## src/rtl/disp_regs_pkg.sv

```systemverilog
`timescale 1ns/1ps
// Shared constants and the region type for the display host register file.
// Assumes an eight-digit display with sixteen custom glyphs of seven rows.
package disp_regs_pkg;
    localparam int DIGITS      = 8;
    localparam int DIGIT_AW    = $clog2(DIGITS);
    localparam int GLYPHS      = 16;
    localparam int GLYPH_AW    = $clog2(GLYPHS);
    localparam int GLYPH_ROWS  = 7;
    localparam int ROW_AW      = 3;
    localparam int DOT_W       = 5;
    localparam int BUSY_CYCLES = 3;
    localparam logic [7:0] BLANK_CODE = 8'h20;

    typedef enum logic [2:0] {
        RG_FLASH = 3'd0,
        RG_PTR   = 3'd1,
        RG_ROW   = 3'd2,
        RG_CTRL  = 3'd3,
        RG_CHAR  = 3'd4
    } region_e;
endpackage

```

## src/rtl/dr_bus_decode.sv

```systemverilog
`timescale 1ns/1ps
// Host bus decoder: maps flash select and address bits to a region and
// produces a single write strobe per chip-select low period.
// Assumes the host returns cs_n high between successive accesses.
module dr_bus_decode
    import disp_regs_pkg::*;
(
    input  logic      clk,
    input  logic      rst_n,
    input  logic      cs_n,
    input  logic      wr_n,
    input  logic      fsel_n,
    input  logic [1:0] region_bits,
    output region_e   region,
    output logic      wr_stb
);
    logic taken_q;

    // Region select: flash select overrides the region bits.
    always_comb begin
        if (!fsel_n) begin
            region = RG_FLASH;
        end else begin
            case (region_bits)
                2'b00:   region = RG_PTR;
                2'b01:   region = RG_ROW;
                2'b10:   region = RG_CTRL;
                default: region = RG_CHAR;
            endcase
        end
    end

    // Remember that this select period has already written.
    always_ff @(posedge clk) begin
        if (!rst_n)     taken_q <= 1'b0;
        else if (cs_n)  taken_q <= 1'b0;
        else if (!wr_n) taken_q <= 1'b1;
    end

    assign wr_stb = !cs_n && !wr_n && !taken_q;
endmodule

```

## src/rtl/dr_busy_seq.sv

```systemverilog
`timescale 1ns/1ps
// Busy sequencer: holds busy during reset and for CYCLES clocks after
// reset release or after a start pulse; flags the final busy cycle.
module dr_busy_seq #(
    parameter int CYCLES = 3
) (
    input  logic clk,
    input  logic rst_n,
    input  logic start,
    output logic busy,
    output logic last
);
    localparam int CW = $clog2(CYCLES + 1);
    localparam logic [CW-1:0] LOAD = CW'(CYCLES);
    logic [CW-1:0] cnt_q;

    // Load on reset or start, count down to zero otherwise.
    always_ff @(posedge clk) begin
        if (!rst_n)            cnt_q <= LOAD;
        else if (start)        cnt_q <= LOAD;
        else if (cnt_q != '0)  cnt_q <= cnt_q - 1'b1;
    end

    assign busy = (cnt_q != '0);
    assign last = (cnt_q == CW'(1));
endmodule

```

## src/rtl/dr_char_store.sv

```systemverilog
`timescale 1ns/1ps
// Character cells and per-digit flash bits, with reset and clear fills.
// One host port (read/write) and one refresh read port.
module dr_char_store
    import disp_regs_pkg::*;
#(
    parameter int N  = DIGITS,
    parameter int AW = $clog2(N)
) (
    input  logic          clk,
    input  logic          rst_n,
    input  logic          fill,
    input  logic          we_char,
    input  logic          we_flash,
    input  logic [AW-1:0] idx,
    input  logic [7:0]    wdata,
    input  logic          wflash,
    input  logic [AW-1:0] ref_idx,
    output logic [7:0]    rd_char,
    output logic          rd_flash,
    output logic [7:0]    ref_char,
    output logic          ref_flash
);
    logic [7:0] cell_q [N];
    logic [N-1:0] flash_q;

    // Per-cell storage: reset blanks, clear blanks, else host write.
    for (genvar g = 0; g < N; g++) begin : g_cell
        always_ff @(posedge clk) begin
            if (!rst_n) begin
                cell_q[g]  <= BLANK_CODE;
                flash_q[g] <= 1'b0;
            end else if (fill) begin
                cell_q[g]  <= BLANK_CODE;
                flash_q[g] <= 1'b1;
            end else begin
                if (we_char && idx == AW'(g))  cell_q[g]  <= wdata;
                if (we_flash && idx == AW'(g)) flash_q[g] <= wflash;
            end
        end
    end

    assign rd_char   = cell_q[idx];
    assign rd_flash  = flash_q[idx];
    assign ref_char  = cell_q[ref_idx];
    assign ref_flash = flash_q[ref_idx];
endmodule

```

## src/rtl/dr_glyph_store.sv

```systemverilog
`timescale 1ns/1ps
// Custom glyph dot rows. Not reset: contents survive bus reset and clear.
// Row addresses at or beyond ROWS are not stored and read as zero.
module dr_glyph_store
    import disp_regs_pkg::*;
#(
    parameter int NG   = GLYPHS,
    parameter int ROWS = GLYPH_ROWS,
    parameter int GAW  = $clog2(NG),
    parameter int RAW  = ROW_AW,
    parameter int W    = DOT_W
) (
    input  logic           clk,
    input  logic           we,
    input  logic [GAW-1:0] glyph,
    input  logic [RAW-1:0] row,
    input  logic [W-1:0]   wdots,
    input  logic [GAW-1:0] ref_glyph,
    input  logic [RAW-1:0] ref_row,
    output logic [W-1:0]   rd_dots,
    output logic [W-1:0]   ref_dots
);
    localparam int SLOTS = 1 << RAW;
    logic [W-1:0] mem_q [NG][SLOTS];

    // Host write into an existing row only.
    always_ff @(posedge clk) begin
        if (we && int'(row) < ROWS) mem_q[glyph][row] <= wdots;
    end

    assign rd_dots  = (int'(row) < ROWS)     ? mem_q[glyph][row]         : '0;
    assign ref_dots = (int'(ref_row) < ROWS) ? mem_q[ref_glyph][ref_row] : '0;
endmodule

```

## src/rtl/dotmatrix_hostregs.sv

```systemverilog
`timescale 1ns/1ps
// Host register file of an eight-digit dot-matrix display controller.
// Decodes host accesses, holds the control byte and glyph pointer, runs
// the clear and reset busy windows, and muxes read data onto the bus.
// Assumes clk is the refresh time base and cs_n toggles between accesses.
module dotmatrix_hostregs
    import disp_regs_pkg::*;
(
    input  logic                clk,
    input  logic                rst_n,
    input  logic                cs_n,
    input  logic                wr_n,
    input  logic                rd_n,
    input  logic                fsel_n,
    input  logic [4:0]          addr,
    input  logic [7:0]          din,
    output logic [7:0]          dout,
    output logic                dout_oe,
    input  logic                st_pass,
    output logic                busy,
    output logic [7:0]          ctrl_word,
    input  logic [DIGIT_AW-1:0] ref_digit,
    output logic [7:0]          ref_char,
    output logic                ref_flash,
    input  logic [GLYPH_AW-1:0] ref_glyph,
    input  logic [ROW_AW-1:0]   ref_row,
    output logic [DOT_W-1:0]    ref_dots
);
    region_e             region;
    logic                wr_stb, wr_ok, seq_last, clr_start, fill;
    logic [1:0]          ctrl_hi_q;
    logic [4:0]          ctrl_lo_q;
    logic [GLYPH_AW-1:0] ptr_q;
    logic [7:0]          rd_char;
    logic                rd_flash;
    logic [DOT_W-1:0]    rd_dots;

    dr_bus_decode u_dec (
        .clk(clk), .rst_n(rst_n), .cs_n(cs_n), .wr_n(wr_n), .fsel_n(fsel_n),
        .region_bits(addr[4:3]), .region(region), .wr_stb(wr_stb)
    );

    assign wr_ok     = wr_stb && !busy;
    assign clr_start = wr_ok && region == RG_CTRL && din[7];
    assign fill      = busy && ctrl_hi_q[1];

    dr_busy_seq #(.CYCLES(BUSY_CYCLES)) u_seq (
        .clk(clk), .rst_n(rst_n), .start(clr_start),
        .busy(busy), .last(seq_last)
    );

    dr_char_store #(.N(DIGITS)) u_chars (
        .clk(clk), .rst_n(rst_n), .fill(fill),
        .we_char(wr_ok && region == RG_CHAR),
        .we_flash(wr_ok && region == RG_FLASH),
        .idx(addr[DIGIT_AW-1:0]), .wdata(din), .wflash(din[0]),
        .ref_idx(ref_digit), .rd_char(rd_char), .rd_flash(rd_flash),
        .ref_char(ref_char), .ref_flash(ref_flash)
    );

    dr_glyph_store u_glyphs (
        .clk(clk), .we(wr_ok && region == RG_ROW), .glyph(ptr_q),
        .row(addr[ROW_AW-1:0]), .wdots(din[DOT_W-1:0]),
        .ref_glyph(ref_glyph), .ref_row(ref_row),
        .rd_dots(rd_dots), .ref_dots(ref_dots)
    );

    // Control byte: reset to zero, full update on write, clear bit self-resets.
    always_ff @(posedge clk) begin
        if (!rst_n) begin
            ctrl_hi_q <= '0;
            ctrl_lo_q <= '0;
        end else if (wr_ok && region == RG_CTRL) begin
            ctrl_hi_q <= din[7:6];
            ctrl_lo_q <= din[4:0];
        end else if (seq_last) begin
            ctrl_hi_q[1] <= 1'b0;
        end
    end

    // Glyph pointer: not reset, written from the low data bits.
    always_ff @(posedge clk) begin
        if (wr_ok && region == RG_PTR) ptr_q <= din[GLYPH_AW-1:0];
    end

    assign ctrl_word = {ctrl_hi_q, st_pass, ctrl_lo_q};
    assign dout_oe   = !cs_n && !rd_n;

    // Read mux: region data zero-extended, zero when not driving.
    always_comb begin
        dout = '0;
        if (dout_oe) begin
            case (region)
                RG_FLASH: dout = {7'b0, rd_flash};
                RG_PTR:   dout = 8'(ptr_q);
                RG_ROW:   dout = 8'(rd_dots);
                RG_CTRL:  dout = ctrl_word;
                default:  dout = rd_char;
            endcase
        end
    end
endmodule

```

## config.mk

```make
export PLATFORM = sky130hd
export DESIGN_NAME = dotmatrix_hostregs
export DESIGN_NICKNAME = d
export VERILOG_FILES = /design/src/rtl/disp_regs_pkg.sv /design/src/rtl/dr_bus_decode.sv /design/src/rtl/dr_busy_seq.sv /design/src/rtl/dr_char_store.sv /design/src/rtl/dr_glyph_store.sv /design/src/rtl/dotmatrix_hostregs.sv
export SDC_FILE = /design/constraint.sdc
export NUM_CORES = 1
export LEC_CHECK = 0
export BUFFER_PORTS_ARGS = -buffer_cell sky130_fd_sc_hd__buf_2
export CAP_MARGIN = 30
export CELL_PAD_IN_SITES_DETAIL_PLACEMENT = 0
export CELL_PAD_IN_SITES_GLOBAL_PLACEMENT = 1
export CORE_MARGIN = 2
export CORE_UTILIZATION = 30
export DETAILED_ROUTE_END_ITERATION = 12
export HOLD_SLACK_MARGIN = 0.1
export PLACE_DENSITY_LB_ADDON = 0.25
export SLEW_MARGIN = 10
export SYNTH_ARGS = -nofsm -noshare
export SYNTH_HDL_FRONTEND = slang
export SYNTH_HIERARCHICAL = 1
export SYNTH_SLANG_ARGS = --single-unit
```

## constraint.sdc

```tcl
create_clock -name clk -period 4.55 [get_ports clk]
set_input_delay 0.2275 -clock clk [delete_from_list [all_inputs] [get_ports clk]]
set_output_delay 0.2275 -clock clk [all_outputs]
set_load 0.02 [all_outputs]
```

# Yosys cells after proc, flatten, opt, wreduce, memory -nomap -nowiden
# Memory sizes are Yosys's and may differ from the RTL's. A register that Yosys moved wholly into a read port is not among the register bits.
# Cells that the tools add are included.
op_classes:
  n_addsub: 1
  order_cmp: 7
  eq_ne: 14
  muxes: 91
  n_bitwise: 19
  reduce_logical: 49
op_table:
  columns: ["op", "n"]
  rows:
  - ["$mux W8", 17]
  - ["$mux W1", 57]
  - ["$mux W40", 1]
  - ["$mux W5", 7]
  - ["$pmux W8 S4", 1]
  - ["$bmux W5 S3", 2]
  - ["$logic_and A1 B1 Y1", 29]
  - ["$reduce_bool A2 Y1", 10]
  - ["$or A1 B1 Y1", 16]
  - ["$demux W5 S3", 1]
  - ["$eq A3 B3 Y1 const B", 5]
  - ["$eq A3 B2 Y1 const B", 4]
  - ["$pmux W3 S3", 1]
  - ["$ge A4 B4 Y1 const B", 2]
  - ["$lt A3 B4 Y1 const B", 2]
  - ["$not A3 Y4", 2]
  - ["$bmux W1 S3", 2]
  - ["$eq A3 B1 Y1 const B", 2]
  - ["$logic_not A3 Y1", 2]
  - ["$lt A3 B3 Y1 const B", 2]
  - ["$logic_not A1 Y1", 5]
  - ["$eq A2 B1 Y1 const B", 2]
  - ["$lt A4 B1 Y1 const B", 1]
  - ["$mux W4", 1]
  - ["other kinds (6)", 7]
totals:
  reg_bits: 22
  ram_bits: 704
  inputBits: 30
  output_inout_bits: 32
  wordCells: 197
  memories: 2
memory_table:
  columns: ["name", "words", "width", "rd", "rd_clocked_by_memory_dff", "wr", "line", "text"]
  rows:
  - ["u_glyphs.mem_q", 16, 40, 2, 1, 1, "dr_glyph_store.sv:24", "logic [W-1:0] mem_q [NG][SLOTS];"]
  - ["u_chars.cell_q", 8, 8, 2, 0, 8, "dr_char_store.sv:24", "logic [7:0] cell_q [N];"]

# Logic depth before layout (Yosys ltp)
logic_depth:
  depth_word: 11
  depth_mapped: 13
  ltp_nobuf: 9

# Hierarchy
# Netlist, hierarchy kept.
by_module_without_submodules:
  columns: ["module", "n_inst", "cells_each", "area_per_inst_um2", "seq_area_each_um2"]
  rows:
  - ["dr_glyph_store", 1, 1461, 28327.2, 18257.5]
  - ["dr_char_store", 1, 276, 4097.7, 2082.0]
  - ["dotmatrix_hostregs", 1, 80, 763.2, 260.2]
  - ["dr_bus_decode", 1, 13, 125.1, 20.0]
  - ["dr_busy_seq", 1, 13, 117.6, 40.0]

# Least setup slack after synthesis
# Ideal clock, no wire load.
synth_path:
  path_kind: "reg2out"
  startpoint: "register ptr_q[0]"
  endpoint: "output dout[0]"
  t_arrival_ns: 2.674
  t_required_ns: 4.323
  slack_ns: 1.649
  path_stages_with_launch: 11
  n_path_buf: 1
  path_cell_list: "edfxtp_1 > buf_4 > mux4_2 > mux4_2 > and3_1 > a31oi_1 > nand2_1 > a21o_1 > mux4_2 > mux2i_1 > nor2_1"
synth_via:
  elab_chain_cells: 2
synth_rtl:
  columns: ["element", "line", "text"]
  rows:
  - ["start, declared", "dotmatrix_hostregs.sv:33", "logic [GLYPH_AW-1:0] ptr_q;"]
  - ["start signal, assigned", "dotmatrix_hostregs.sv:83", "if (wr_ok && region == RG_PTR) ptr_q <= din[GLYPH_AW-1:0];"]
  - ["$pmux W8 S4", "dotmatrix_hostregs.sv:93", "case (region)"]
  - ["$mux W8", "dotmatrix_hostregs.sv:92", "if (dout_oe) begin"]
  - ["end, declared", "dotmatrix_hostregs.sv:17", "output logic [7:0] dout,"]
# No other way between the ends.

# Final worst setup path
layout_path:
  startpoint: "register ptr_q[3]"
  endpoint: "output dout[3]"
# The elaborated chain is that of the path after synthesis.

==> run_results.csv <==
group,metric,value,unit
run_status,status,"finished clean",
floorplanning,placementRows,122,
sta,fin_setup_tns,0,ns
grt,grt_max_degree,86,
cells_and_area,drive_gt1_frac,0.326,
sta,fin_crit_sh,0.986,
logic_synthesis,ys.flop_type,"edfxtp_1",
worst_setup_path,timing.rr.start,"u_seq/cnt_q[0]",
grt,antenna_found_initial,4,
floorplanning,fp.dieW,338,um
worst_setup_path,rr_endpoint,"u_chars/cell_q[0][3]",
worst_setup_path,worst_setup_path_start_kind,"flop",
cells_and_area,nNetsFinal,2096,
power_and_ir_drop,ir_drop,0.245,mV
grt,grt_pass1_vias,20163,
worst_setup_path,critPathLaunch,"ptr_q[3]",
sta,max_freq,223,MHz
clock_tree,cts_made_buffers,78,
logic_synthesis,syn_inst,1843,
route,drt_iter0_drc,2073,
run,cap_viol_max_count,0,
logic_synthesis,synth-warning-count,6,
logic_synthesis,synth_commonest_cells,"edfxtp_1, mux4_2, nor2_1",
grt,grt_usage,0.186,
clock_tree,cts-root-buf,"clkbuf_16",
cells_and_area,multi_input_area,0.0122,mm2
sta,skew,0.0410,ns
logic_synthesis,synth-edff-count,676,
route,drt_first_pass_iters,5,
worst_setup_path,arrival,4.26,ns
cells_and_area,ff_latch_area,0.0207,mm2
route,post_drt_via_cell_ratio,5.44,
logic_synthesis,yosysTopAreaCellShare,0.607,
sta,rsz0062_at_grt,"false",
worst_setup_path,crit_required,4.32,ns
route,ant_nets,0,
worst_setup_path,worstPathMaxFanout,10,
clock_tree,clock_path_buffers,3,
cells_and_area,area_growth,17.3,%
sta,setup_violations,0,
clock_tree,insertion_delay,0.65,ns
grt,grt_pass1_wl,150,mm
power_and_ir_drop,p_leak,0.0128,uW
worst_setup_path,reg2regPathDepth,8,
worst_setup_path,r2r_setup_slack,1.16,ns
route,vias,19648,
logic_synthesis,yosys.area.top_type,"edfxtp_1",
power_and_ir_drop,power.density,370,mW/mm2
logic_synthesis,synth.avg_cell_area,18.1,um2
clock_tree,htreeDepth,3,
route,drc,0,
worst_setup_path,setup.worst_path.class,"reg2out",
logic_synthesis,yosysMostFrequentCell,"edfxtp_1",
cells_and_area,fillers,10383,
sta,worst_pin_slew,0.946,ns
clock_tree,clk_pin_slew,0.06,ns
placed_design,dp_hpwl,72.7,mm
logic_synthesis,ys_seq_area_frac,0.618,
placed_design,io_buffers,61,
logic_synthesis,synth_cell_types,73,
floorplanning,initial_core_util,0.302,
clock_tree,cts.sinks,694,
logic_synthesis,ys_top_cells_by_area,"edfxtp_1, mux4_2, mux4_1, mux2i_1, nor2_1",
logic_synthesis,async_flop_share,0,
route,wirelength,106,mm
sta,period_needed,4.49,ns
floorplanning,dieArea,0.114,mm2
placed_design,finalWeightedCongestion,0.847,
logic_synthesis,synth_area,0.0334,mm2
grt,grt-ovfl-total,0,
sta,hold_viol,0,
logic_synthesis,ys_ff_latch,694,
sta,drv_slew,0,
floorplanning,die_h,338,um
worst_setup_path,endpoint_kind,"primary output",
cells_and_area,fin_util,0.354,
worst_setup_path,crit_end,"dout[3]",
floorplanning,coreArea,0.111,mm2
clock_tree,cts_tree,"built",
route,wl_per_cell,29.4,um
min_path,hp-class,"in2reg",
floorplanning,ioPinCount,62,
sta,slew_headroom,0.368,
## cell families (layout without fill, tap and decap cells)
family | Yosys count | count (layout) | synth area share
flops | 694 | 694 | 0.618
mux | 439 | 439 | 0.262
simple gates | 394 | 394 | 0.0594
xor+xnor | 1 | 1 | 0.000262
other cells | 1 | 50 | 0.000112
buf+inv | 146 | 376 | 0.0240
fa+ha+maj | 5 | 5 | 0.00187
compound gates | 163 | 163 | 0.0344
## per-layer routing
metal	track usage	up-vias	wire, um
met1	0.245	10527	43400
met4	0.0587	2	3100
met2	0.300	845	50700
li1	-	8115	-
met3	0.0484	159	8830
met5	0	-	13
## worst max-delay path: stages, from the launching register on
cell and delay, ns:
edfxtp_1 0.50, buf_4 0.22, nor2_2 0.59, buf_12 0.25
a22oi_1 0.11, a21oi_1 0.31, o21ai_0 0.30, a31oi_1 0.58
a221oi_1 0.16, nor3_1 0.35, buf_2 0.24
## how the worst min path moves through the flow
stage | start | end | depth (start not counted)
after CTS | din[1] | u_glyphs/mem_q[7][11] | 1
after floorplan | cs_n | u_dec/taken_q | 1
after global placement | cs_n | u_dec/taken_q | 2
after global routing | din[1] | u_glyphs/mem_q[7][11] | 1
final | din[1] | u_glyphs/mem_q[7][11] | 1
after detailed placement | cs_n | u_dec/taken_q | 2
## cells in the final DEF (no fill, tap or decap), types with 13 or more instances in the layout
cell	instances
edfxtp_1	676
mux4_2	306
nor2_1	149
buf_4	146
clkbuf_16	79
mux2i_1	74
nand2_1	66
and2_1	60
buf_2	53
conb_1	48
a22oi_1	37
a21oi_1	31
mux4_1	30
mux2_2	24
nand3_1	24
nor2b_1	22
dfxtp_1	18
clkinv_1	15
nor3_1	13
bufinv_16	13
dlygate4sd3_1	13
## registers in the layout (all words and copies together) (netlist names)
register,flops
u_dec/taken_q,1
u_chars/cell_q,64
u_chars/flash_q,8
ctrl_lo_q,5
u_seq/cnt_q,2
u_glyphs/mem_q,608
ctrl_hi_q,2
ptr_q,4
## through the flow
step / area, um2 / power (uW) / hold WS [ns] / instances / setup WS (ns)
finish: 39200 / 14500 / 0.136 / 3610 / 0.0649
global route: 39200 / 15000 / 0.153 / 3608 / 0.0518
CTS: 39100 / 14700 / 0.147 / 3600 / 0.0364
detailed placement: 36300 / 8080 / 0.430 / 3445 / 0.502
global placement: 36200 / 8060 / 0.426 / 3444 / 0.415
floorplan: 33600 / 7690 / 0.297 / 1890 / 1.65
## power by group
| part | total, uW | internal, uW | switching, uW |
|---|---|---|---|
| clock | 6560 | 3940 | 2630 |
| combinational | 859 | 326 | 533 |
| sequential | 7090 | 7070 | 19.2 |
| total | 14500 | 11300 | 3180 |
## final cells by class
| type | count | share of cell area |
|---|---|---|
| clock buffer | 87 | 0.0512 |
| tap | 1488 | 0.0475 |
| antenna | 2 | 0.000128 |
| clock inverter | 52 | 0.0167 |
| multi-input combinational | 1050 | 0.311 |
| timing repair buffer | 228 | 0.0463 |
| sequential | 694 | 0.527 |
| inverter | 9 | 0.000861 |
## timing repair
action                                  CTS  global route
hold buffers                             12             1
endpoints found under the setup margin    3             4
gates cloned                              1             0
buffers inserted                          3             6
hold endpoints to repair                 45            29
resized for setup                         2             5
Note: power is estimated with default switching activity, not from simulation.
